**src/rtl/patgen_pkg.sv**
```systemverilog
package patgen_pkg;

  typedef enum logic [1:0] {
    MODE_DATA   = 2'b00,
    MODE_TOGGLE = 2'b01,
    MODE_PRBS   = 2'b10,
    MODE_RSVD   = 2'b11
  } patModeE;

  typedef struct packed {
    logic pickData;
    logic pickToggle;
    logic pickPrbs;
  } selStrobesT;

endpackage

```
**src/rtl/patgen_ctrl.sv**
```systemverilog
module patgen_ctrl
  import patgen_pkg::*;
(
  input  logic [1:0]  mode,
  output selStrobesT  strb
);

  patModeE modeE;

  always_comb begin
    modeE = patModeE'(mode);
    strb  = '0;
    unique case (modeE)
      MODE_TOGGLE: strb.pickToggle = 1'b1;
      MODE_PRBS:   strb.pickPrbs   = 1'b1;
      MODE_DATA,
      MODE_RSVD:   strb.pickData   = 1'b1;
      default:     strb.pickData   = 1'b1;
    endcase
  end

endmodule

```
**src/rtl/patgen_lfsr.sv**
```systemverilog
module patgen_lfsr #(
  parameter int LFSR_LEN = 7,
  parameter int TAP_HI   = 7,
  parameter int TAP_LO   = 6
) (
  input  logic clk,
  output logic bitOut
);

  localparam logic [LFSR_LEN-1:0] RESCUE = {{(LFSR_LEN-1){1'b0}}, 1'b1};

  logic [LFSR_LEN-1:0] state;
  logic [LFSR_LEN-1:0] nextState;
  logic                feedback;

  always_comb begin
    feedback = state[TAP_HI-1] ^ state[TAP_LO-1];
    if (state == '0) nextState = RESCUE;
    else             nextState = {state[LFSR_LEN-2:0], feedback};
  end

  always_ff @(posedge clk) begin
    state <= nextState;
  end

  assign bitOut = state[LFSR_LEN-1];

endmodule

```
**src/rtl/patgen_datapath.sv**
```systemverilog
module patgen_datapath
  import patgen_pkg::*;
#(
  parameter int WIDTH           = 12,
  parameter bit TOGGLE_OPPOSITE = 1'b0
) (
  input  logic             clk,
  input  logic             rstN,
  input  selStrobesT       strb,
  input  logic             prbsBit,
  input  logic [WIDTH-1:0] dataA,
  input  logic [WIDTH-1:0] dataB,
  output logic [WIDTH-1:0] outA,
  output logic [WIDTH-1:0] outB
);

  logic             phase;
  logic             phaseB;
  logic [WIDTH-1:0] nextA;
  logic [WIDTH-1:0] nextB;

  always_ff @(posedge clk) begin
    if (!rstN) phase <= 1'b0;
    else       phase <= ~phase;
  end

  generate
    if (TOGGLE_OPPOSITE) begin : g_phase_inv
      assign phaseB = ~phase;
    end else begin : g_phase_same
      assign phaseB = phase;
    end
  endgenerate

  for (genvar lane = 0; lane < WIDTH; lane++) begin : g_lane
    always_comb begin
      if (strb.pickToggle) begin
        nextA[lane] = phase;
        nextB[lane] = phaseB;
      end else if (strb.pickPrbs) begin
        nextA[lane] = prbsBit;
        nextB[lane] = prbsBit;
      end else begin
        nextA[lane] = dataA[lane];
        nextB[lane] = dataB[lane];
      end
    end
  end

  always_ff @(posedge clk) begin
    if (!rstN) begin
      outA <= '0;
      outB <= '0;
    end else begin
      outA <= nextA;
      outB <= nextB;
    end
  end

endmodule

```
**src/rtl/pattern_gen_top.sv**
```systemverilog
module pattern_gen_top
  import patgen_pkg::*;
#(
  parameter int WIDTH           = 12,
  parameter int LFSR_LEN        = 7,
  parameter int TAP_HI          = 7,
  parameter int TAP_LO          = 6,
  parameter bit TOGGLE_OPPOSITE = 1'b0
) (
  input  logic             clk,
  input  logic             rstN,
  input  logic [1:0]       mode,
  input  logic [WIDTH-1:0] dataA,
  input  logic [WIDTH-1:0] dataB,
  output logic [WIDTH-1:0] outA,
  output logic [WIDTH-1:0] outB
);

  selStrobesT strb;
  logic       prbsBit;

  patgen_ctrl u_ctrl (
    .mode (mode),
    .strb (strb)
  );

  patgen_lfsr #(
    .LFSR_LEN (LFSR_LEN),
    .TAP_HI   (TAP_HI),
    .TAP_LO   (TAP_LO)
  ) u_lfsr (
    .clk    (clk),
    .bitOut (prbsBit)
  );

  patgen_datapath #(
    .WIDTH           (WIDTH),
    .TOGGLE_OPPOSITE (TOGGLE_OPPOSITE)
  ) u_dp (
    .clk     (clk),
    .rstN    (rstN),
    .strb    (strb),
    .prbsBit (prbsBit),
    .dataA   (dataA),
    .dataB   (dataB),
    .outA    (outA),
    .outB    (outB)
  );

endmodule

```
**config.mk**
```make
export PLATFORM = sky130hd
export DESIGN_NAME = pattern_gen_top
export DESIGN_NICKNAME = d
export VERILOG_FILES = /design/src/rtl/patgen_pkg.sv /design/src/rtl/patgen_ctrl.sv /design/src/rtl/patgen_lfsr.sv /design/src/rtl/patgen_datapath.sv /design/src/rtl/pattern_gen_top.sv
export SDC_FILE = /design/constraint.sdc
export NUM_CORES = 1
export LEC_CHECK = 0
export ABC_AREA = 1
export BUFFER_PORTS_ARGS = -buffer_cell sky130_fd_sc_hd__buf_2
export CORE_MARGIN = 2
export CORE_UTILIZATION = 35
export CTS_CLUSTER_DIAMETER = 100
export DETAILED_ROUTE_END_ITERATION = 6
export GPL_TIMING_DRIVEN = 0
export PLACE_DENSITY_LB_ADDON = 0.25
export SETUP_SLACK_MARGIN = 0.1
export SYNTH_ARGS = -nofsm -noshare
export SYNTH_HDL_FRONTEND = slang
export SYNTH_SLANG_ARGS = --single-unit
```
**constraint.sdc**
```tcl
create_clock -name clk -period 1.8 [get_ports clk]
set_input_delay 0.36 -clock clk [delete_from_list [all_inputs] [get_ports clk]]
set_output_delay 0.36 -clock clk [all_outputs]
set_load 0.01 [all_outputs]
```
==> results of run 1 <==
-- power by group --
part	internal [W]	switching, W
combinational	0.000104	0.000117
clock	0.000186	0.000232
sequential	0.000743	0.00000869
-- state kept, by name (all words and copies together), names as in the netlist --
name / cells
u_dp.outA: 12
u_dp.phase: 1
u_dp.outB: 12
u_lfsr.state: 7
-- final timing paths --
check	end	slack, ps
max	outA[9]	660
min	u_dp.outA[7]	280
max reg2reg	u_dp.outA[2]	850
min reg2reg	u_lfsr.state[5]	430
-- cell type report --
class | instances | area share, %
plain buffers | 14 | 8.094
clock buffers | 6 | 3.101
clock inverters | 2 | 0.6051
inverters | 4 | 1.059
multi-input cells | 60 | 29.50
flip-flops and latches | 32 | 38.73
well taps | 46 | 3.480
repair buffers | 51 | 15.43
-- logic make-up (layout without fill, tap and decap cells) --
kind of cell | Yosys count | in the layout | synth area share (%)
buffers and inverters | 18 | 77 | 11.83
and+or+nand+nor | 35 | 35 | 22.29
AOI/OAI and AO/OA | 25 | 25 | 15.84
DFF | 32 | 32 | 50.05
-- cell usage in the layout (no fill, tap or decap), types with 2 or more instances in the layout --
| master | count |
|---|---|
| a21oi_1 | 4 |
| a21oi_2 | 20 |
| buf_12 | 4 |
| buf_2 | 52 |
| buf_6 | 2 |
| clkbuf_1 | 7 |
| clkbuf_4 | 5 |
| clkinv_2 | 2 |
| dfxtp_1 | 32 |
| inv_2 | 3 |
| nand2_4 | 2 |
| nand3_1 | 6 |
| nand3_2 | 20 |
| nor2_1 | 4 |
-- routing by layer --
| metal | routed length, µm | GRT usage (%) | share of wire, % |
|---|---|---|---|
| met3 | 240 | 5.382 | 10 |
| met4 | 51 | 6.383 | 2.1 |
| met1 | 1067 | 16.05 | 44 |
| met2 | 1045 | 17.97 | 43 |
| met5 | 0 | 0 | 0 |
-- metrics by stage --
stage                     power [W]  hold WS, ps  instance area [µm²]  utilization [%]
final                      0.001391        279.8                 1654            48.42
after global routing       0.001461        259.5                 1654            48.42
after CTS                  0.001411        267.9                 1654            48.42
after detailed placement  0.0009921        414.4                 1593            46.63
after global placement    0.0009874        405.3                 1593            46.63
after floorplan           0.0009077        393.4                 1280                -
==> results.tsv, run 1 <==
metric	value	unit
ys_async_sr_fraction	0	%
synth.yosys.warnings	0	
clk_path_buf_depth	2	
cts_setup_buffers	0	
cp-start-kind	register	
critPathMaxStageDelay	330	ps
syn_inst	110	
path_class	register to output port	
grt_pass1_vias	877	
critPathLaunch	u_dp.outA[9]	
area_growth	29.23	%
synth-edff-count	0	
place_ws	488.5	ps
clockRootBuffer	clkbuf_4	
vias	945	
endpoint_kind	output port	
drt_iter0_drc	50	
die_h	64.48	µm
drc	0	
min_path_type	input port to register	
reg2reg_from	u_lfsr.state[6]	
fp.dieArea	0.004157	mm²
grt_pass1_wl	3.946	mm
ir_drop	540.1	µV
cts_tree	built	
multiInputGateArea	488.0	µm²
cp_top_family	flip-flops	
antenna_found_initial	0	
power.density	840.9	mW/mm²
synth_flop_cell	dfxtp_1	
start_util	37.47	%
synth_largest_area_cell	dfxtp_1	
required	1440	ps
path_buf_inv	1	
finalHoldViolations	0	
placedCellCount	207	
post-route-min-period	1137	ps
cpMaxStageDelayCell	dfxtp_1	
n_antenna_cell	0	
postCtsHoldBufs	0	
clock_sinks	32	
h-tree-depth	2	
seq_area_frac_synth	50.05	%
ys_top_cells_by_area	dfxtp_1, nand3_2, a21oi_2	
hold_depth	3	
synth-seq-cells	32	
post_drt_wl_per_cell	11.18	µm
portBuffers	51	
path_max_fanout	1	
fin_crit_sh	63.16	%
post_cts_resized	0	
synth_most_common_cell	dfxtp_1	
fp.dieW	64.48	µm
crit_arrival	780	ps
hold_start	dataA[7]	
ioPinCount	52	
drv_cap	0	
relSlewSlack	54.09	%
grt_start_max_net_pins	11	
num_rows	21	
dr.pass1.iters	4	
hpwl	1.846	mm
overflow	0	
setup_slack	663.2	ps
synth_top_area_share	50.05	%
drive_gt1_share	66.86	%
fin_skew	3.763	ps
synth_cell_types	17	
rsz0062_at_grt	false	
gp_congestion	0.6879	
leakage	0.7689	nW
synth_nets	138	
core_area	0.003416	mm²
ant_nets	0	
rr_worst_depth	5	
seqCellArea	640.6	µm²
via_per_inst	4.395	
cp_num_cells	1	
fillers	359	
setup_viol	0	
final_net_count	196	
syn_area_per_cell	11.64	µm²
synthTopCellsByCount	dfxtp_1, a21oi_2, nand3_2, clkbuf_1, nand3_1	
status	complete, no violations	
gr-usage-all-layers	12.56	%
syn_area	0.001280	mm²
tightest_slew	688.6	ps
insertion_delay	330	ps
setup_tns	0	ps
crit_chain	buf_2	
maxSlewViolCount	0	
totalWireLength	2.404	mm
finalNonFillerCells	215	
path_clk_slew	100	ps
cts_buffers	5	
max_clock_freq	879.7	MHz
(Power assumes the default switching activity.)
==> run 2: changes to the inputs <==
Clock period 1.8 ns to 1 ns, I/O delays scaled along.
==> run 2 against run 1 <==
Final cell count is 1.4% higher; sequential cell count stayed put; register-to-register slack got worse by 770 ps; critical endpoint is now outB[9].
==> results.tsv, run 2 (synthesis results as in run 1) <==
metric	value	unit	change
portBuffers	51		unchanged
leakage	0.8200	nW	+6.6%
place_area	0.001593	mm²	unchanged
path_class	register to output port		
vias	950		+0.53%
fin_crit_sh	97.38	%	
num_rows	21		unchanged
post_drt_wl_per_cell	11.66	µm	+4.3%
fin_skew	3.345	ps	-0.4187 ps
clockRootBuffer	clkbuf_4		
path_buf_inv	1		unchanged
insertion_delay	330	ps	about the same
layout_common_cells	buf_2, nand3_2, a21oi_2		
path_clk_slew	100	ps	about the same
start_util	37.47	%	unchanged
crit_arrival	770	ps	about the same
hold_depth	3		unchanged
clock_sinks	32		unchanged
final_net_count	199		+1.5%
post-route-util	53.70	%	+5.3 points
drc	0		unchanged
path_max_fanout	1		unchanged
h-tree-depth	2		unchanged
drt_iter0_drc	45		-10%
cts_buffers	5		unchanged
fp.dieArea	0.004157	mm²	unchanged
rsz0062_at_grt	true		
antenna_found_initial	0		unchanged
n_antenna_cell	0		unchanged
relSlewSlack	51.16	%	-2.9 points
maxSlewViolCount	0		unchanged
fp.dieW	64.48	µm	unchanged
r2r_slack	80	ps	-770 ps
cts_tree	built		
cp_num_cells	1		unchanged
gr-usage-all-layers	13.04	%	+0.48 points
totalWireLength	2.542	mm	+5.7%
ant_nets	0		unchanged
postCtsHoldBufs	0		unchanged
gp_congestion	0.6879		unchanged
ir_drop	1018	µV	+89%
cp_top_family	flip-flops		
final_common_cell	buf_2		
setup_slack	26.23	ps	-637.0 ps
finalHoldViolations	0		unchanged
max_clock_freq	1027	MHz	
status	complete, no violations		
critPathMaxStageDelay	340	ps	about the same
cp-start-kind	register		
endpoint_kind	output port		
overflow	0		unchanged
clk_path_buf_depth	2		unchanged
grt_pass1_vias	913		+4.1%
via_per_inst	4.358		-0.85%
dr.pass1.iters	2		-2
setup_viol	0		unchanged
ioPinCount	52		unchanged
power.density	1410	mW/mm²	+68%
core_area	0.003416	mm²	unchanged
grt_pass1_wl	4.119	mm	+4.4%
cpMaxStageDelayCell	dfxtp_2		
crit_chain	buf_6		
min_path_type	input port to register		
place_ws	-151.5	ps	-640.0 ps
hpwl	1.846	mm	unchanged
drive_gt1_share	78.49	%	+12 points
rr_worst_depth	5		unchanged
area_growth	43.30	%	
stdcell_area	0.001834	mm²	+11%
drv_cap	0		unchanged
tightest_slew	732.6	ps	+43.97 ps
required	800	ps	-640 ps
reg_top3	u_dp.outA (12), u_dp.outB (12), u_lfsr.state (7)		
die_h	64.48	µm	unchanged
post-route-min-period	973.8	ps	
grt_start_max_net_pins	11		unchanged
## run 2: changes by cell type in the layout (fill, tap and decap cells not counted), moves of 2 or more
cell | previous run | this run
nand3_2 | 20 | 22
dfxtp_1 | 32 | 18
a21oi_1 | 4 | 1
buf_6 | 2 | 13
buf_2 | 52 | 40
dfxtp_2 | 0 | 14
a21oi_2 | 20 | 22
nand3_1 | 6 | 4
## run 2: repair_timing
| item | in CTS | in global routing |
|---|---|---|
| buffers inserted | 2 | 0 |
| pin swaps | 1 | 1 |
| resized for setup | 10 | 27 |
| endpoints found under the hold margin | 0 | 0 |
| setup endpoints to repair | 44 | 48 |
| gates cloned | 1 | 0 |
## run 2: metrics by stage
stage / TNS, ps / instances / power, W / hold WS, ps
after detailed placement: -1390 / 207 / 0.001786 / 414.4
after CTS: 0 / 218 / 0.002563 / 107.9
after floorplan: 0 / 110 / 0.001634 / 350.0
final: 0 / 218 / 0.002586 / 114.0
after global placement: -1284 / 207 / 0.001777 / 405.3
after global routing: -61.42 / 218 / 0.002710 / 98.22
## run 2: final cells by class
class,count,area (µm²)
inverter,4,17.52
timing repair buffer,54,376.6
multi-input combinational,60,516.7
clock inverter,2,10.01
tap,46,57.56
sequential,32,658.1
buffer,14,146.4
clock buffer,6,51.30
fill,340,1582
## run 2: worst paths after layout
path / startpoint / to
setup reg to reg: u_dp.phase / u_dp.outA[10]
hold reg to reg: u_dp.phase / u_dp.phase
setup / recovery: u_dp.outB[9] / outB[9]
hold / removal: dataB[4] / u_dp.outB[4]
## run 2: report_power, final
group	total, W	switching [W]	internal (W)	leakage [nW]
sequential	0.00137	0.0000236	0.00134	0.268
combinational	0.000462	0.000223	0.000239	0.514
clock	0.000757	0.000423	0.000334	0.0380
total	0.00259	0.000670	0.00192	0.820
## run 2: layer usage
metal | track usage, % | share of wire [%] | routed length, µm | vias to the layer above
met2 | 18.75 | 46 | 1158 | 39
met4 | 6.383 | 1.8 | 45 | 0
met3 | 5.382 | 8.6 | 218 | 6
met1 | 16.81 | 44 | 1120 | 414
met5 | 0 | 0 | 0 | -
li1 | - | - | - | 491
